$ cat src/rtl/apm_pkg.sv
package apm_pkg;

    typedef enum logic [1:0] {
        FM_IND_WR   = 2'd0,
        FM_IND_RD   = 2'd1,
        FM_AUTOPOLL = 2'd2,
        FM_MEMMAP   = 2'd3
    } fmode_e;

    typedef enum logic [1:0] {
        PS_IDLE = 2'd0,
        PS_REQ  = 2'd1,
        PS_GAP  = 2'd2
    } poll_state_e;

    function automatic logic is_autopoll(input logic [1:0] mode);
        return mode == FM_AUTOPOLL;
    endfunction

endpackage

$ cat src/rtl/apm_compare.sv
module apm_compare #(
    parameter int W = 16
) (
    input  logic [W-1:0] status,
    input  logic [W-1:0] mask,
    input  logic [W-1:0] expect_val,
    output logic         hit
);
    logic [W-1:0] diff;

    always_comb begin
        diff = (status ^ expect_val) & mask;
        hit  = (diff == '0);
    end
endmodule

$ cat src/rtl/apm_gap_timer.sv
module apm_gap_timer #(
    parameter int IW = 8
) (
    input  logic          clk,
    input  logic          rst,
    input  logic          load,
    input  logic [IW-1:0] load_val,
    input  logic          run,
    output logic          last
);
    logic [IW-1:0] cnt;

    always_ff @(posedge clk) begin
        if (rst) begin
            cnt <= '0;
        end else if (load) begin
            cnt <= load_val;
        end else if (run && (cnt != '0)) begin
            cnt <= cnt - 1'b1;
        end
    end

    assign last = (cnt == IW'(1));
endmodule

$ cat src/rtl/apm_flag.sv
module apm_flag (
    input  logic clk,
    input  logic rst,
    input  logic set,
    input  logic clr,
    input  logic irq_en,
    output logic flag,
    output logic irq
);
    always_ff @(posedge clk) begin
        if (rst) begin
            flag <= 1'b0;
        end else if (set) begin
            flag <= 1'b1;
        end else if (clr) begin
            flag <= 1'b0;
        end
    end

    assign irq = flag & irq_en;
endmodule

$ cat src/rtl/apm_poller.sv
module apm_poller
    import apm_pkg::*;
#(
    parameter int W  = 16,
    parameter int IW = 8
) (
    input  logic          clk,
    input  logic          rst,
    input  logic          cfg_en,
    input  logic [1:0]    cfg_mode,
    input  logic          cfg_auto_stop,
    input  logic          cfg_irq_en,
    input  logic [W-1:0]  cfg_mask,
    input  logic [W-1:0]  cfg_match,
    input  logic [IW-1:0] cfg_interval,
    input  logic          cmd_start,
    input  logic          cmd_abort,
    input  logic          flag_clr,
    output logic          seq_req,
    input  logic          seq_rsp_valid,
    input  logic [W-1:0]  seq_rsp_status,
    output logic          busy,
    output logic          match_flag,
    output logic          irq
);
    poll_state_e   state;
    logic [W-1:0]  cap_mask;
    logic [W-1:0]  cap_match;
    logic [IW-1:0] cap_ivl;
    logic          run_ok;
    logic          stop_now;
    logic          accept;
    logic          hit;
    logic          finish;
    logic          gap_load;
    logic          gap_last;
    logic          flag_set;

    assign run_ok   = cfg_en && is_autopoll(cfg_mode);
    assign stop_now = cmd_abort || !run_ok;
    assign accept   = (state == PS_REQ) && seq_rsp_valid && !stop_now;
    assign finish   = accept && hit && cfg_auto_stop;
    assign gap_load = accept && !finish && (cap_ivl != '0);
    assign flag_set = accept && hit;

    apm_compare #(.W(W)) u_cmp (
        .status     (seq_rsp_status),
        .mask       (cap_mask),
        .expect_val (cap_match),
        .hit        (hit)
    );

    apm_gap_timer #(.IW(IW)) u_gap (
        .clk      (clk),
        .rst      (rst),
        .load     (gap_load),
        .load_val (cap_ivl),
        .run      (state == PS_GAP),
        .last     (gap_last)
    );

    apm_flag u_flag (
        .clk    (clk),
        .rst    (rst),
        .set    (flag_set),
        .clr    (flag_clr),
        .irq_en (cfg_irq_en),
        .flag   (match_flag),
        .irq    (irq)
    );

    always_ff @(posedge clk) begin
        if (rst) begin
            state     <= PS_IDLE;
            cap_mask  <= '0;
            cap_match <= '0;
            cap_ivl   <= '0;
        end else begin
            case (state)
                PS_IDLE: begin
                    if (cmd_start && run_ok) begin
                        state     <= PS_REQ;
                        cap_mask  <= cfg_mask;
                        cap_match <= cfg_match;
                        cap_ivl   <= cfg_interval;
                    end
                end
                PS_REQ: begin
                    if (stop_now || finish) begin
                        state <= PS_IDLE;
                    end else if (gap_load) begin
                        state <= PS_GAP;
                    end
                end
                PS_GAP: begin
                    if (stop_now) begin
                        state <= PS_IDLE;
                    end else if (gap_last) begin
                        state <= PS_REQ;
                    end
                end
                default: state <= PS_IDLE;
            endcase
        end
    end

    assign seq_req = (state == PS_REQ);
    assign busy    = (state != PS_IDLE);

endmodule

$ cat config.mk
export PLATFORM = sky130hd
export DESIGN_NAME = apm_poller
export DESIGN_NICKNAME = d
export VERILOG_FILES = /design/src/rtl/apm_pkg.sv /design/src/rtl/apm_compare.sv /design/src/rtl/apm_gap_timer.sv /design/src/rtl/apm_flag.sv /design/src/rtl/apm_poller.sv
export SDC_FILE = /design/constraint.sdc
export NUM_CORES = 1
export LEC_CHECK = 0
export BUFFER_PORTS_ARGS = -buffer_cell sky130_fd_sc_hd__buf_2
export CORE_ASPECT_RATIO = 0.5
export CORE_UTILIZATION = 55
export CTS_CLUSTER_SIZE = 24
export DETAILED_ROUTE_END_ITERATION = 8
export GPL_TIMING_DRIVEN = 0
export PLACE_DENSITY = 0.89
export SLEW_MARGIN = 30
export SYNTH_ARGS = -nofsm -noshare
export SYNTH_HDL_FRONTEND = slang
export SYNTH_SLANG_ARGS = --single-unit
$ cat constraint.sdc
create_clock -name clk -period 5.2 [get_ports clk]
set_input_delay 1.04 -clock clk [delete_from_list [all_inputs] [get_ports clk]]
set_output_delay 1.04 -clock clk [all_outputs]
set_load 0.005 [all_outputs]
# ---- Yosys cells after proc, flatten, opt, wreduce, memory -nomap -nowiden
# Index checks and enable logic that the tools add are counted.
dict set report totals {
  reg_bits 51
  inputBits 67
}
dict set report classes {
  add_sub_neg 1
  eq_ne 7
  muxes 10
  n_bitwise 3
  reduce_logical 23
}
# operator n
set ops {}
lappend ops {{16-bit bitwise AND} 1}
lappend ops {{16-bit logical NOT} 1}
lappend ops {{8-bit two-way mux} 2}
lappend ops {{8-bit nonzero test} 2}
lappend ops {{16-bit bitwise XOR} 1}
lappend ops {{2-bit two-way mux} 5}
lappend ops {{1-bit logical AND} 9}
lappend ops {{8-bit by 1-bit == test with 1-bit output, second input constant} 1}
lappend ops {{8-bit by 1-bit subtractor with 8-bit output, second input constant} 1}
lappend ops {{2-bit case mux with 3 select lines} 1}
lappend ops {{2-bit nonzero test} 3}
lappend ops {{2-bit == test, second input constant} 2}
lappend ops {{1-bit logical NOT} 3}
lappend ops {{3-bit by 1-bit != test with 1-bit output, second input constant} 1}
lappend ops {{3-bit != test, second input constant} 1}
lappend ops {{3-bit AND reduction} 1}
lappend ops {{2-bit by 1-bit == test with 1-bit output, second input constant} 1}
lappend ops {{2-bit logical NOT} 1}
lappend ops {{1-bit logical OR} 2}
lappend ops {{1-bit two-way mux} 2}
lappend ops {{2-bit != test, second input constant} 1}
lappend ops {{2-bit AND reduction} 1}
lappend ops {{1-bit bitwise AND} 1}

# ---- Logic depth before layout (Yosys ltp)
dict set report depth {
  depth_word 14
  depth_mapped 7
  depth_no_buf 7
}

# ---- Modules after synthesis
# From an unflattened synthesis, not the netlist that was laid out.
dict set report unflattened {
  cells_unflattened 293
  area_unflattened_um2 2374.8
}
# mod instances cells_per_inst area_per_inst_um2 seq_area_each_um2
set modules_own_cells {}
lappend modules_own_cells {apm_poller 1 202 1589.0 840.8}
lappend modules_own_cells {apm_gap_timer 1 59 524.3 160.2}
lappend modules_own_cells {apm_compare 1 27 216.5 0.0}
lappend modules_own_cells {apm_flag 1 5 45.0 20.0}

# ---- Worst setup path after synthesis
# No wires, ideal clock.
dict set report synth_timing {
  path_type {in2reg}
  start {input port cmd_abort}
  end {register u_gap.cnt[4]}
  setup_ps 122
  arrival_ps 2232
  t_required_ps 5078
  path_slack_ps 2846
  cell_stages 7
  path_buffers 1
  cell_sequence {nand4bb_4 nor2_4 inv_2 nor4_4 buf_6 o21ai_0 o311a_1}
}
dict set report synth_via {
  elab_chain_cells 9
  elab_cells_between_ends 10
  cone_classes {1 x mux; 9 x reduce/logical}
}
# item line_no
set synth_rtl {}
lappend synth_rtl {{start, declared} apm_poller.sv:17} ;# input logic cmd_abort,
lappend synth_rtl {{1-bit logical OR (*)} apm_poller.sv:40} ;# assign stop_now = cmd_abort || !run_ok;
lappend synth_rtl {{1-bit logical NOT (*)} apm_poller.sv:41} ;# assign accept = (state == PS_REQ) && seq_rsp_valid && !stop_now;
lappend synth_rtl {{1-bit logical AND (*)} apm_poller.sv:41}
lappend synth_rtl {{1-bit logical AND (2 in a row)} apm_poller.sv:42} ;# assign finish = accept && hit && cfg_auto_stop;
lappend synth_rtl {{1-bit logical NOT} apm_poller.sv:43} ;# assign gap_load = accept && !finish && (cap_ivl != '0);
lappend synth_rtl {{1-bit logical AND (*) (2 in a row)} apm_poller.sv:43}
lappend synth_rtl {{8-bit two-way mux or 2-bit nonzero test (tied branches)} -}
lappend synth_rtl {{end signal, assigned} apm_gap_timer.sv:17} ;# cnt <= load_val;
lappend synth_rtl {{end signal, assigned} apm_gap_timer.sv:19} ;# cnt <= cnt - 1'b1;
lappend synth_rtl {{end, declared} apm_gap_timer.sv:11} ;# logic [IW-1:0] cnt;
# Every way passes the cells marked *; elsewhere a longest branch is shown, timed or not.
# A chain may end at the register's enable or synchronous reset.

# ---- Worst setup path after layout
dict set report layout_timing {
  start {input port cfg_irq_en}
  end {output port irq}
}
dict set report layout_via {
  elab_chain_cells 1
}
# item line_no
set layout_rtl {}
lappend layout_rtl {{start, declared} apm_poller.sv:12} ;# input logic cfg_irq_en,
lappend layout_rtl {{1-bit bitwise AND} apm_flag.sv:20} ;# assign irq = flag & irq_en;
lappend layout_rtl {{end, declared} apm_poller.sv:24} ;# output logic irq
# No other way between the ends.

==> flow_metrics.env <==
export IMPL_status="complete, no violations"
export IMPL_synth_simple_area_share_pct=24.0
export IMPL_crit_path_end="irq"
export IMPL_start_util_pct=59.8
export IMPL_seqPwrFrac_pct=56.0
export IMPL_comb_power_share_pct=9.6
export IMPL_holdBufCountCts=0
export IMPL_drt_first_pass_iters=4
export IMPL_yosysSeqAreaShare_pct=42.2
export IMPL_power_leakage_nw=1.18
export IMPL_cts_sinks=51
export IMPL_fin_crit_ps=2430
export IMPL_final_period_utilization_pct=46.7
export IMPL_setup_tns_ps=0
export IMPL_drc_errors=0
export IMPL_worstSetupPathType="in -> out"
export IMPL_synth_seq_cells=51
export IMPL_max_freq_mhz=412
export IMPL_synth_xor_area_share_pct=7.97
export IMPL_regToRegSetupSlack_ps=3320
export IMPL_arrival_ps=1390
export IMPL_p_int_mw=0.551
export IMPL_place_hpwl_microns=4320
export IMPL_final_setup_viol_count=0
export IMPL_p_switching_mw=0.167
export IMPL_endpoint_kind="output port"
export IMPL_cp_common_cell="buf_2"
export IMPL_die_y_microns=48.9
export IMPL_r2r_end="u_gap.cnt[2]"
export IMPL_final_setup_worst_slack_ps=2770
export IMPL_synth_adder_area_share_pct=1.55
export IMPL_fin_skew_ps=8.21
export IMPL_syn_inst=295
export IMPL_p_clk_share_pct=34.4
export IMPL_grt_max_degree=15
export IMPL_routed_wl_microns=5690
export IMPL_cp_top_family="buffers and inverters"
export IMPL_start_kind="input port"
export IMPL_clk_latency_ps=300
export IMPL_cts_buffers=5
export IMPL_nets=441
export IMPL_power_density_mw_per_mm2=245
export IMPL_drive_above_1_share_pct=25.0
export IMPL_p_sw_share_pct=23.2
export IMPL_synth_area_sq_mm=0.00242
export IMPL_vias_per_cell=5.38
export IMPL_die_area_sq_mm=0.00468
export IMPL_crit_slowest_cell="and2_1"
export IMPL_relSlewSlack_pct=65.0
export IMPL_hold_viol=0
export IMPL_avgSynthCellArea_sq_um=8.19
export IMPL_irDropWorstVdd_mv=0.145
export IMPL_synth_compound_area_share_pct=20.3
export IMPL_synthMuxAreaShare_pct=0
export IMPL_synthDistinctLibCells=45
export IMPL_crit_path_max_incr_delay_ps=140
export IMPL_grt_total_usage_pct=26.2
export IMPL_clk_pin_slew_ps=80
export IMPL_grt_overflow=0
export IMPL_vias=2292
export IMPL_htreeDepth=2
export IMPL_post_place_ws_ps=2490
export IMPL_rsz0062_at_grt="false"
export IMPL_io_pins=71
export IMPL_cts_tree="yes"
export IMPL_wire_per_inst_microns=13.4
export IMPL_path_depth=3
export IMPL_drv_slew=0
export IMPL_synth_ff_type="dfxtp_1"
export IMPL_n_antenna_cell=0
export IMPL_clock_path_buffers=2
export IMPL_cp_num_buf_inv=2
export IMPL_row_count=16
export IMPL_grt_pass1_wl_microns=9600
export IMPL_die_w_microns=95.8
export IMPL_synth_top_family_by_area="simple AND/OR/NAND/NOR gates"
export IMPL_reg2reg_depth=7
export IMPL_cp_startpoint="cfg_irq_en"
export IMPL_final_util_pct=72.5
export IMPL_hold_path_class="reg -> reg"
export IMPL_worst_pin_slew_ps=525
export IMPL_synth_edff_count=0
export IMPL_syn_to_final_growth_pct=21.2
export IMPL_cap_violations=0
export IMPL_antenna_found_initial=0
export IMPL_stdcell_count=426
export IMPL_gp_congestion=0.818
export IMPL_synth_nets=365
export IMPL_worst_hold_slack_ps=463
export IMPL_drtIter0Drc=135
export IMPL_worstPathRequired_ps=4160
export IMPL_ys_warn_count=0
export IMPL_timing_rr_start="cap_match[5]"
export IMPL_path_cells="buf_2 -> and2_1 -> buf_2"
export IMPL_core_area_sq_mm=0.00404
export IMPL_dp_cells=418
export IMPL_portBuffers=69
export IMPL_postCtsSetupRepairBufs=0
export IMPL_ant_nets=0
export IMPL_cp_max_fo=1
export IMPL_cts_root_buf="clkbuf_8"
export IMPL_grt_pass1_vias=2266
export IMPL_cts_resized=0
export IMPL_synthArstFlopShare_pct=0
[power by group through the flow]
stage               clock, mW  sequential [mW]  combinational [mW]
floorplan                   0            0.410              0.0332
global placement            0            0.411              0.0660
detailed placement          0            0.411              0.0680
CTS                     0.247            0.402              0.0684
global route            0.260            0.403              0.0764
finish                  0.247            0.402              0.0689
[stage by stage]
step | power (mW) | cell area [sq um]
2_1_floorplan | 0.443 | 2420
3_3_place_gp | 0.477 | 2830
3_5_place_dp | 0.479 | 2830
4_1_cts | 0.717 | 2930
5_1_grt | 0.739 | 2930
6_report | 0.718 | 2930
[flip-flops by register name, summed over array words and instances (netlist names)]
register     count
cap_ivl          8
u_gap.cnt        8
u_flag.flag      1
cap_match       16
state            2
cap_mask        16
[cell families after synthesis]
group,count (synthesis)
adder cells (fa/ha/maj),3
buffers and inverters,23
AO/OA/AOI/OAI,76
flip-flops,51
AND/OR/NAND/NOR,120
XOR/XNOR,22
[cell type report]
type	count	area, sq um
multi-input combinational	221	1300
fill	312	1110
sequential	51	1020
timing repair buffer	69	345
clock buffer	8	100
buffer	16	67.6
tap	54	67.6
inverter	7	26.3
[worst register-to-register path, stage by stage (launching register included)]
cell and delay [ps]:
dfxtp_1 340, xor2_1 160, a22oi_1 220, nand4_1 250, nor4_4 370, buf_6 200
o21ai_0 100, o311a_1 130
[cells in the final DEF (no fill, tap or decap), drive strengths merged, types with 5 or more instances in the layout]
| cell type | synthesis | final |
|---|---|---|
| nor2 | 8 | 8 |
| o311a | 5 | 5 |
| dfxtp | 51 | 51 |
| xor2 | 19 | 19 |
| nor4 | 5 | 5 |
| inv | 7 | 7 |
| buf | 2 | 71 |
| a21oi | 44 | 44 |
| clkbuf | 14 | 22 |
| nand2 | 86 | 86 |
| a22oi | 8 | 8 |
| o21ai | 7 | 7 |
[synthesized netlist by cell type, types with 2 or more instances]
cell	n	area, sq um
xor2_1	19	166
nor2_1	7	26.3
nor4_1	4	25.0
nand2_1	86	323
o311a_1	5	50.1
nand3_1	3	15.0
o21ai_1	2	10.0
o21ai_0	5	25.0
nor3_1	3	15.0
dfxtp_1	51	1020
a31oi_1	2	12.5
ha_1	3	37.5
a211o_1	2	17.5
or2_2	2	12.5
a21oi_1	44	220
inv_1	6	22.5
xnor2_1	3	26.3
a22oi_1	4	30.0
nor2b_1	2	12.5
a22oi_2	4	50.1
clkbuf_1	14	52.6
[how the worst min path moves through the flow]
| stage | slack, ps | endpoint | start | cells past startpoint |
|---|---|---|---|---|
| after global placement | 440 | cap_mask[3] | cap_mask[3] | 2 |
| after detailed placement | 450 | cap_mask[0] | cap_mask[0] | 2 |
| after global routing | 470 | cap_mask[0] | cap_mask[0] | 2 |
| after floorplan | 440 | cap_mask[10] | cap_mask[10] | 2 |
| after CTS | 460 | cap_mask[0] | cap_mask[0] | 2 |
| final | 460 | cap_mask[0] | cap_mask[0] | 2 |
[routing by layer]
metal,wire (microns),track usage (%),part of all wire (%),vias to the layer above
met5,0,0,0,-
met4,44,5.72,0.77,0
met3,213,5.45,3.7,6
met2,2900,47.3,51,46
met1,2530,32.1,44,1084
li1,-,-,-,1156
Note: power is estimated with default switching activity, not from simulation.
